**config.mk**
```make
export PLATFORM = sky130hd
export DESIGN_NAME = bit_latch_demux
export DESIGN_NICKNAME = d
export VERILOG_FILES = /design/src/rtl/bld_pkg.sv /design/src/rtl/bld_mode_dec.sv /design/src/rtl/bld_addr_dec.sv /design/src/rtl/bld_cell.sv /design/src/rtl/bit_latch_demux.sv
export SDC_FILE = /design/constraint.sdc
export NUM_CORES = 1
export LEC_CHECK = 0
export BUFFER_PORTS_ARGS = -buffer_cell sky130_fd_sc_hd__buf_4
export CAP_MARGIN = 10
export CORE_AREA = 2 2 39 41
export CTS_CLUSTER_SIZE = 20
export DETAILED_ROUTE_END_ITERATION = 8
export DIE_AREA = 0 0 41 43
export PLACE_DENSITY_LB_ADDON = 0.3
export SLEW_MARGIN = 20
export SYNTH_ARGS = -nofsm -noshare
export SYNTH_HDL_FRONTEND = slang
export SYNTH_HIERARCHICAL = 1
export SYNTH_SLANG_ARGS = --single-unit
```
**constraint.sdc**
```tcl
create_clock -name clk_i -period 0.8 [get_ports clk_i]
set_input_delay 0.08 -clock clk_i [delete_from_list [all_inputs] [get_ports clk_i]]
set_output_delay 0.08 -clock clk_i [all_outputs]
set_load 0.02 [all_outputs]
```
**src/rtl/bld_pkg.sv**
```systemverilog
package bld_pkg;
  typedef enum logic [1:0] {
    MODE_DEMUX = 2'b00,
    MODE_CLEAR = 2'b01,
    MODE_WRITE = 2'b10,
    MODE_HOLD  = 2'b11
  } mode_e;
endpackage

```
**src/rtl/bld_mode_dec.sv**
```systemverilog
module bld_mode_dec
  import bld_pkg::*;
(
  input  logic  clr_ni,
  input  logic  en_ni,
  output mode_e mode_o
);
  always_comb begin
    unique case ({clr_ni, en_ni})
      2'b10:   mode_o = MODE_WRITE;
      2'b11:   mode_o = MODE_HOLD;
      2'b00:   mode_o = MODE_DEMUX;
      default: mode_o = MODE_CLEAR;
    endcase
  end
endmodule

```
**src/rtl/bld_addr_dec.sv**
```systemverilog
module bld_addr_dec #(
  parameter int ADDR_W = 3,
  localparam int NBITS = 1 << ADDR_W
) (
  input  logic [ADDR_W-1:0] addr_i,
  output logic [NBITS-1:0]  sel_o
);
  for (genvar i = 0; i < NBITS; i++) begin : g_sel
    assign sel_o[i] = (addr_i == ADDR_W'(i));
  end
endmodule

```
**src/rtl/bld_cell.sv**
```systemverilog
module bld_cell
  import bld_pkg::*;
(
  input  logic  clk_i,
  input  logic  rst_ni,
  input  mode_e mode_i,
  input  logic  sel_i,
  input  logic  data_i,
  output logic  q_o
);
  logic q_d;

  always_comb begin
    unique case (mode_i)
      MODE_WRITE: q_d = sel_i ? data_i : q_o;
      MODE_DEMUX: q_d = sel_i & data_i;
      MODE_CLEAR: q_d = 1'b0;
      default:    q_d = q_o;
    endcase
  end

  always_ff @(posedge clk_i or negedge rst_ni) begin
    if (!rst_ni) q_o <= 1'b0;
    else         q_o <= q_d;
  end
endmodule

```
**src/rtl/bit_latch_demux.sv**
```systemverilog
module bit_latch_demux
  import bld_pkg::*;
#(
  parameter int ADDR_W = 3,
  localparam int NBITS = 1 << ADDR_W
) (
  input  logic              clk_i,
  input  logic              rst_ni,
  input  logic              clr_ni,
  input  logic              en_ni,
  input  logic [ADDR_W-1:0] addr_i,
  input  logic              data_i,
  output logic [NBITS-1:0]  q_o
);
  mode_e            mode;
  logic [NBITS-1:0] sel;

  bld_mode_dec u_mode (
    .clr_ni (clr_ni),
    .en_ni  (en_ni),
    .mode_o (mode)
  );

  bld_addr_dec #(.ADDR_W(ADDR_W)) u_addr (
    .addr_i (addr_i),
    .sel_o  (sel)
  );

  for (genvar i = 0; i < NBITS; i++) begin : g_bit
    bld_cell u_cell (
      .clk_i  (clk_i),
      .rst_ni (rst_ni),
      .mode_i (mode),
      .sel_i  (sel[i]),
      .data_i (data_i),
      .q_o    (q_o[i])
    );
  end
endmodule

```
==> results.md, run 1 <==
* Initial antenna violation count at 0
* Sw power at 0.0002250 W
* # nets final at 83
* Diodes inserted at 0
* Registers with the most flip-flops: g_bit.u_cell/q_o (8)
* Slew Viols, Final at 0
* Die W at 41 µm
* Top reg by flops: g_bit.u_cell/q_o
* Via Count at 413
* Reg power frac at 0.471
* Final period utilization at 1.068
* RSZ-0062 raised after global routing: true
* Synthesized instance count at 50
* Tightest Pin Transition at 0.2917 ns
* Arrival time worst endpoint at 0.77 ns
* Max-cap violations at 0
* R2r endpoint: g_bit[6].u_cell/q_o
* # rows at 14
* Status: finished with violations
* Max FFs per register at 8
* Worst hold path class: input port to flop
* CP Cell Sequence: buf_6
* Hold endpoint: g_bit[5].u_cell/q_o
* First-pass GRT wire length at 1566 µm
* Yosys cell types at 10
* Setup Viol. Count Final at 8
* Clock power frac at 0.335
* Max Clock Skew at 0 ns
* CTS sink count at 8
* Port bufs at 15
* CP delay by family, top: flip-flops
* Yosys reg bits at 8
* Core Box Area at 1384 µm²
* Tot GR Track Use at 0.1348
* DRC viols at 0
* Cell-internal power at 0.0006845 W
* Ys Warns at 6
* Final ANT Viol Nets at 0
* Number of instances in the placed design at 79
* Detailed Route Iter0 Violations at 2
* Final instance area at 685.7 µm²
* Post-route setup slack at -0.05457 ns
* Crit path required time at 0.72 ns
* Initial Utilization at 0.3273
* DRT Wirelength at 950 µm
* Switch share at 0.2474
* Clock buffer depth at 2
* Crit path depth at 1
* Congestion Overflow GR at 0
* # IOs at 16
* Power Density at 1327 nW/µm²
* Max frequency at 1170 MHz
* Synth Net Count at 58
* Bufs and invs on worst path at 1
* Hold Crit Start: clr_ni
* Vias in the first global route at 376
* R2r worst-path depth at 3
* CP max stage delay at 0.39 ns
* Comb pwr share at 0.194
* Clock Tree Root: clkbuf_4
* Placer Congestion at 0.6850
* Post-synthesis cell area at 452.9 µm²
* Die Y at 43 µm
* LEAKAGE at 0.3212 nW
* Hold Crit Depth at 3
* Pre-CTS setup slack at -0.04673 ns
* Post-synthesis sequential area ratio at 0.4420
* Synth Area per Inst at 9.059 µm²
* Max rail drop VDD at 0.5440 mV
* CTS tree: done
* Clock H-tree levels at 1
* Critical path's slowest cell: dfrtp_1
* Critical path launch point type: flop
* Largest net degree at the start of global routing at 17
* Clk_lat worst skew at 0.25 ns
* CP Class: flop to primary output
* Die area at 1763 µm²
* Worst-path clk slew at 0.06 ns
* Layout cells sized above 1 at 0.3836
* Min cycle time layout at 0.8546 ns
* RR Startpoint: g_bit[6].u_cell/q_o
* Relative slew slack at 0.8051
* Final Non-Filler Cells at 89
* Failing checks: negative setup slack
* Reg2reg setup slack at 0.06 ns
* DP Area at 578.1 µm²
* Detail Placement HPWL at 652.7 µm
* Endpoint class of the critical path: primary output
* Drt wl/cell at 10.67 µm
* Via density at 4.640
* Worst-path maximum fanout at 2
* TritonRoute pass-1 iters at 2
* CTS Buf Count at 3
* Final hold viol count at 0
* Filler cells at 143
* Area growth syn-to-layout at 51.38%
cell usage after synthesis:
cell type,instances,area (µm²)
and3_2,1,7.510
and3b_2,3,30.03
clkbuf_1,2,7.510
dfrtp_1,8,200.2
nand2_1,8,30.03
nand3b_1,8,60.06
nor2b_1,8,50.05
nor3_1,1,5.000
nor3b_1,3,22.52
o21ai_1,8,40.04
worst reg2reg max path: cells and delay by family (launching register included):
kind | cells | cell delay, ns
AND/OR/NAND/NOR | 1 | 0.06
flip-flops | 1 | 0.38
AO/OA/AOI/OAI | 1 | 0.05
buffers and inverters | 1 | 0.13
timing repair:
item,4_1_cts,5_1_grt
hold buffers,1,0
buffers inserted,4,2
cloned,0,0
setup endpoints to repair,8,8
resized for setup,8,0
endpoints found under the hold margin,8,0
pin swaps,0,0
worst max path at each step:
| stage | start | to | slack [ns] |
|---|---|---|---|
| 6_report | g_bit[4].u_cell/q_o | q_o[4] | -0.05 |
| 5_1_grt | g_bit[4].u_cell/q_o | q_o[4] | -0.08 |
| 4_1_cts | g_bit[4].u_cell/q_o | q_o[4] | -0.06 |
| 3_5_place_dp | addr_i[1] | g_bit[4].u_cell/q_o | -0.05 |
| 3_3_place_gp | addr_i[2] | g_bit[2].u_cell/q_o | -0.07 |
| 2_1_floorplan | en_ni | g_bit[0].u_cell/q_o | 0.10 |
metrics by stage:
stage                      TNS, ns  hold WS (ns)    util   power, W
after CTS                  -0.4535        0.1083  0.4846  0.0009215
after global placement    -0.07700      -0.09677  0.4177  0.0005825
after detailed placement   -0.1041      -0.09471  0.4177  0.0005846
after global routing       -0.5975        0.1108  0.4955  0.0009581
after floorplan                  0       -0.2156       -  0.0005054
final                      -0.3718        0.1130  0.4955  0.0009095
kinds of logic (layout without fill, tap and decap cells):
| family | count (synthesis) | in the layout | synth area share |
|---|---|---|---|
| AND/OR/NAND/NOR | 32 | 32 | 0.4530 |
| AO/OA/AOI/OAI | 8 | 8 | 0.08840 |
| flip-flops | 8 | 8 | 0.4420 |
| buffers and inverters | 2 | 25 | 0.01658 |
cell usage in the layout (no fill, tap or decap), types with 3 or more instances in the layout:
cell type / instances
nor2b_1: 8
buf_6: 8
clkbuf_4: 3
nand2_1: 8
dfrtp_1: 8
buf_4: 13
nor3b_1: 3
o21ai_1: 8
and3b_2: 3
nand3b_1: 8
power groups by stage:
stage          Combinational (W)  Clock [W]  Sequential (W)
2_1_floorplan          0.0000553          0        0.000450
3_3_place_gp            0.000150          0        0.000432
3_5_place_dp            0.000152          0        0.000433
4_1_cts                 0.000175   0.000319        0.000428
5_1_grt                 0.000194   0.000334        0.000430
6_report                0.000177   0.000305        0.000428
layer usage:
layer / wire length, µm / up-vias / global-route usage
met5: 0 / - / 0
met4: 19 / 0 / 0.1400
met3: 41 / 2 / 0.02094
met2: 430 / 10 / 0.1719
met1: 458 / 181 / 0.1755
li1: - / 220 / -
final cells by class:
cell class	instances	area (µm²)	area share
clock buffer	3	22.52	0.03285
tap	16	20.02	0.02920
timing repair buffer	22	197.7	0.2883
sequential	8	200.2	0.2920
multi-input combinational	40	245.2	0.3577
(Power assumes the default switching activity.)
==> run 2, diff against run 1 <==
--- a/config.mk
+++ b/config.mk
@@ -12,6 +12,7 @@
 export DETAILED_ROUTE_END_ITERATION = 8
 export DIE_AREA = 0 0 41 43
 export PLACE_DENSITY_LB_ADDON = 0.3
+export RECOVER_POWER = 25
 export SLEW_MARGIN = 20
 export SYNTH_ARGS = -nofsm -noshare
 export SYNTH_HDL_FRONTEND = slang
==> run 2 against run 1 <==
Against the previous run:
- the flow still finishes with violations (negative setup slack)
- non-clock buffer count unchanged
- via count shrank 0.24%
- combinational power barely moved
- critical path depth is the same
- die area did not move
- maximum frequency hardly changed
- clock skew is the same
- wire length fell by 0.42%
- clock power hardly changed
- global-route usage unchanged
- first-iteration DRC count unchanged
==> results.md, run 2 (synthesis gave the netlist of run 1 again) <==
* Status: finished with violations
* Failing checks: negative setup slack
* Arrival time worst endpoint at 0.77 ns (about the same)
* Crit path required time at 0.72 ns (about the same)
* Total power at 0.0009073 W (-0.24%)
* Grt met2 use at 0.1719 (unchanged)
* Bufs and invs on worst path at 1 (unchanged)
* Drt wl/cell at 10.63 µm (-0.42%)
* # rows at 14 (unchanged)
* Grt met1 use at 0.1755 (unchanged)
* Met3 Track Usage GR at 0.02094 (unchanged)
* Initial antenna violation count at 0 (unchanged)
* Top Usage Layer GRT: met1
* Setup Viol. Count Final at 8 (unchanged)
* CTS tree: done
* Die W at 41 µm (unchanged)
* CP max stage delay at 0.39 ns (about the same)
* Hold WS at 0.1126 ns (-0.0004420 ns)
* Via density at 4.629 (-0.24%)
* Max rail drop VDD at 0.5379 mV (-1.1%)
* Registers with the most flip-flops: g_bit.u_cell/q_o (8)
* Hold Crit Depth at 3 (unchanged)
* Final ANT Viol Nets at 0 (unchanged)
* Clock Tree Root: clkbuf_4
* Detailed Route Iter0 Violations at 2 (unchanged)
* # IOs at 16 (unchanged)
* CTS sink count at 8 (unchanged)
* Worst-path maximum fanout at 2 (unchanged)
* Most common cell after layout, fill and taps aside: buf_4
* # nets final at 83 (unchanged)
* CTS Buf Count at 3 (unchanged)
* Final period utilization at 1.068 (about the same)
* Vias in the first global route at 376 (unchanged)
* Tightest Pin Transition at 0.4641 ns (+0.1724 ns)
* Max-cap violations at 0 (unchanged)
* Critical path's slowest cell: dfrtp_1
* Critical path launch point type: flop
* Min cycle time layout at 0.8546 ns (+0.00004200 ns)
* Max Clock Skew at 0 ns (unchanged)
* Via Count at 412 (-0.24%)
* Detail Placement HPWL at 652.7 µm (unchanged)
* Clock H-tree levels at 1 (unchanged)
* Clock buffer depth at 2 (unchanged)
* Worst-path clk slew at 0.06 ns (about the same)
* TritonRoute pass-1 iters at 2 (unchanged)
* Tot GR Track Use at 0.1348 (unchanged)
* DRC viols at 0 (unchanged)
* CP Cell Sequence: buf_6
* Die Y at 43 µm (unchanged)
* LEAKAGE at 0.3176 nW (-1.1%)
* Placer Congestion at 0.6850 (unchanged)
* Diodes inserted at 0 (unchanged)
* Largest net degree at the start of global routing at 17 (unchanged)
* Relative slew slack at 0.6906 (-0.1145)
* Slew Viols, Final at 0 (unchanged)
* Pre-CTS setup slack at -0.04673 ns (unchanged)
* Congestion Overflow GR at 0 (unchanged)
* Core Box Area at 1384 µm² (unchanged)
* Clk_lat worst skew at 0.25 ns (about the same)
* Layout cells sized above 1 at 0.3699 (-0.01370)
* Die area at 1763 µm² (unchanged)
* Endpoint class of the critical path: primary output
* DP Area at 578.1 µm² (unchanged)
* CP Class: flop to primary output
* Top reg by flops: g_bit.u_cell/q_o
* R2r worst-path depth at 3 (unchanged)
* Crit path depth at 1 (unchanged)
* Post-route setup slack at -0.05461 ns (-0.00004200 ns)
* Max FFs per register at 8 (unchanged)
* Final instance area at 681.9 µm² (-0.55%)
* RSZ-0062 raised after global routing: true
* First-pass GRT wire length at 1566 µm (unchanged)
* DRT Wirelength at 946 µm (-0.42%)
* Initial Utilization at 0.3273 (unchanged)
* Power Density at 1331 nW/µm² (+0.31%)
* Area growth syn-to-layout at 50.55%
* Worst hold path class: input port to flop
* Final hold viol count at 0 (unchanged)
* Max frequency at 1170 MHz (about the same)
* Port bufs at 15 (unchanged)
* CP delay by family, top: flip-flops
==> run 2: timing repair <==
| item | CTS | global route |
|---|---|---|
| setup buffers | 4 | 2 |
| endpoints found under the setup margin | 8 | 8 |
| cloned | 0 | 0 |
| resized for setup | 8 | 0 |
| hold buffers | 1 | 0 |
| hold endpoints to repair | 8 | 0 |
==> run 2: layout make-up <==
| cell class | count | area, µm² |
|---|---|---|
| fill | 144 | 701.9 |
| multi-input combinational | 40 | 245.2 |
| clock buffer | 3 | 22.52 |
| tap | 16 | 20.02 |
| timing repair buffer | 22 | 193.9 |
| sequential | 8 | 200.2 |
==> run 2: report_power, final <==
part	switching [W]	total, W	internal, W
registers	0.00000917	0.000428	0.000419
logic	0.0000826	0.000175	0.0000920
clock network	0.000133	0.000305	0.000171
==> run 2: final timing paths <==
| path | startpoint | end | slack [ns] |
|---|---|---|---|
| setup / recovery | g_bit[4].u_cell/q_o | q_o[4] | -0.05 |
| hold / removal | clr_ni | g_bit[5].u_cell/q_o | 0.11 |
| setup reg to reg | g_bit[6].u_cell/q_o | g_bit[6].u_cell/q_o | 0.06 |
| hold reg to reg | g_bit[1].u_cell/q_o | g_bit[1].u_cell/q_o | 0.55 |
| max in group asynchronous | rst_ni | g_bit[3].u_cell/q_o | 0.18 |
| min in group asynchronous | rst_ni | g_bit[5].u_cell/q_o | 0.30 |
==> run 2: stage by stage <==
| step | cells | utilization | TNS (ns) |
|---|---|---|---|
| floorplan | 50 | - | 0 |
| global placement | 79 | 0.4177 | -0.07700 |
| detailed placement | 79 | 0.4177 | -0.1041 |
| CTS | 87 | 0.4846 | -0.4535 |
| global route | 89 | 0.4928 | -0.5975 |
| finish | 89 | 0.4928 | -0.3723 |
==> run 2: metal layers <==
| metal | part of all wire | routed length [µm] | up-vias |
|---|---|---|---|
| li1 | - | - | 220 |
| met3 | 0.043 | 41 | 2 |
| met2 | 0.44 | 420 | 10 |
| met1 | 0.49 | 464 | 180 |
| met5 | 0 | 0 | - |
| met4 | 0.020 | 19 | 0 |
==> run 2: worst min-delay path: stages <==
cell	delay, ns
buf_4	0.14
nand2_1	0.06
o21ai_1	0.05
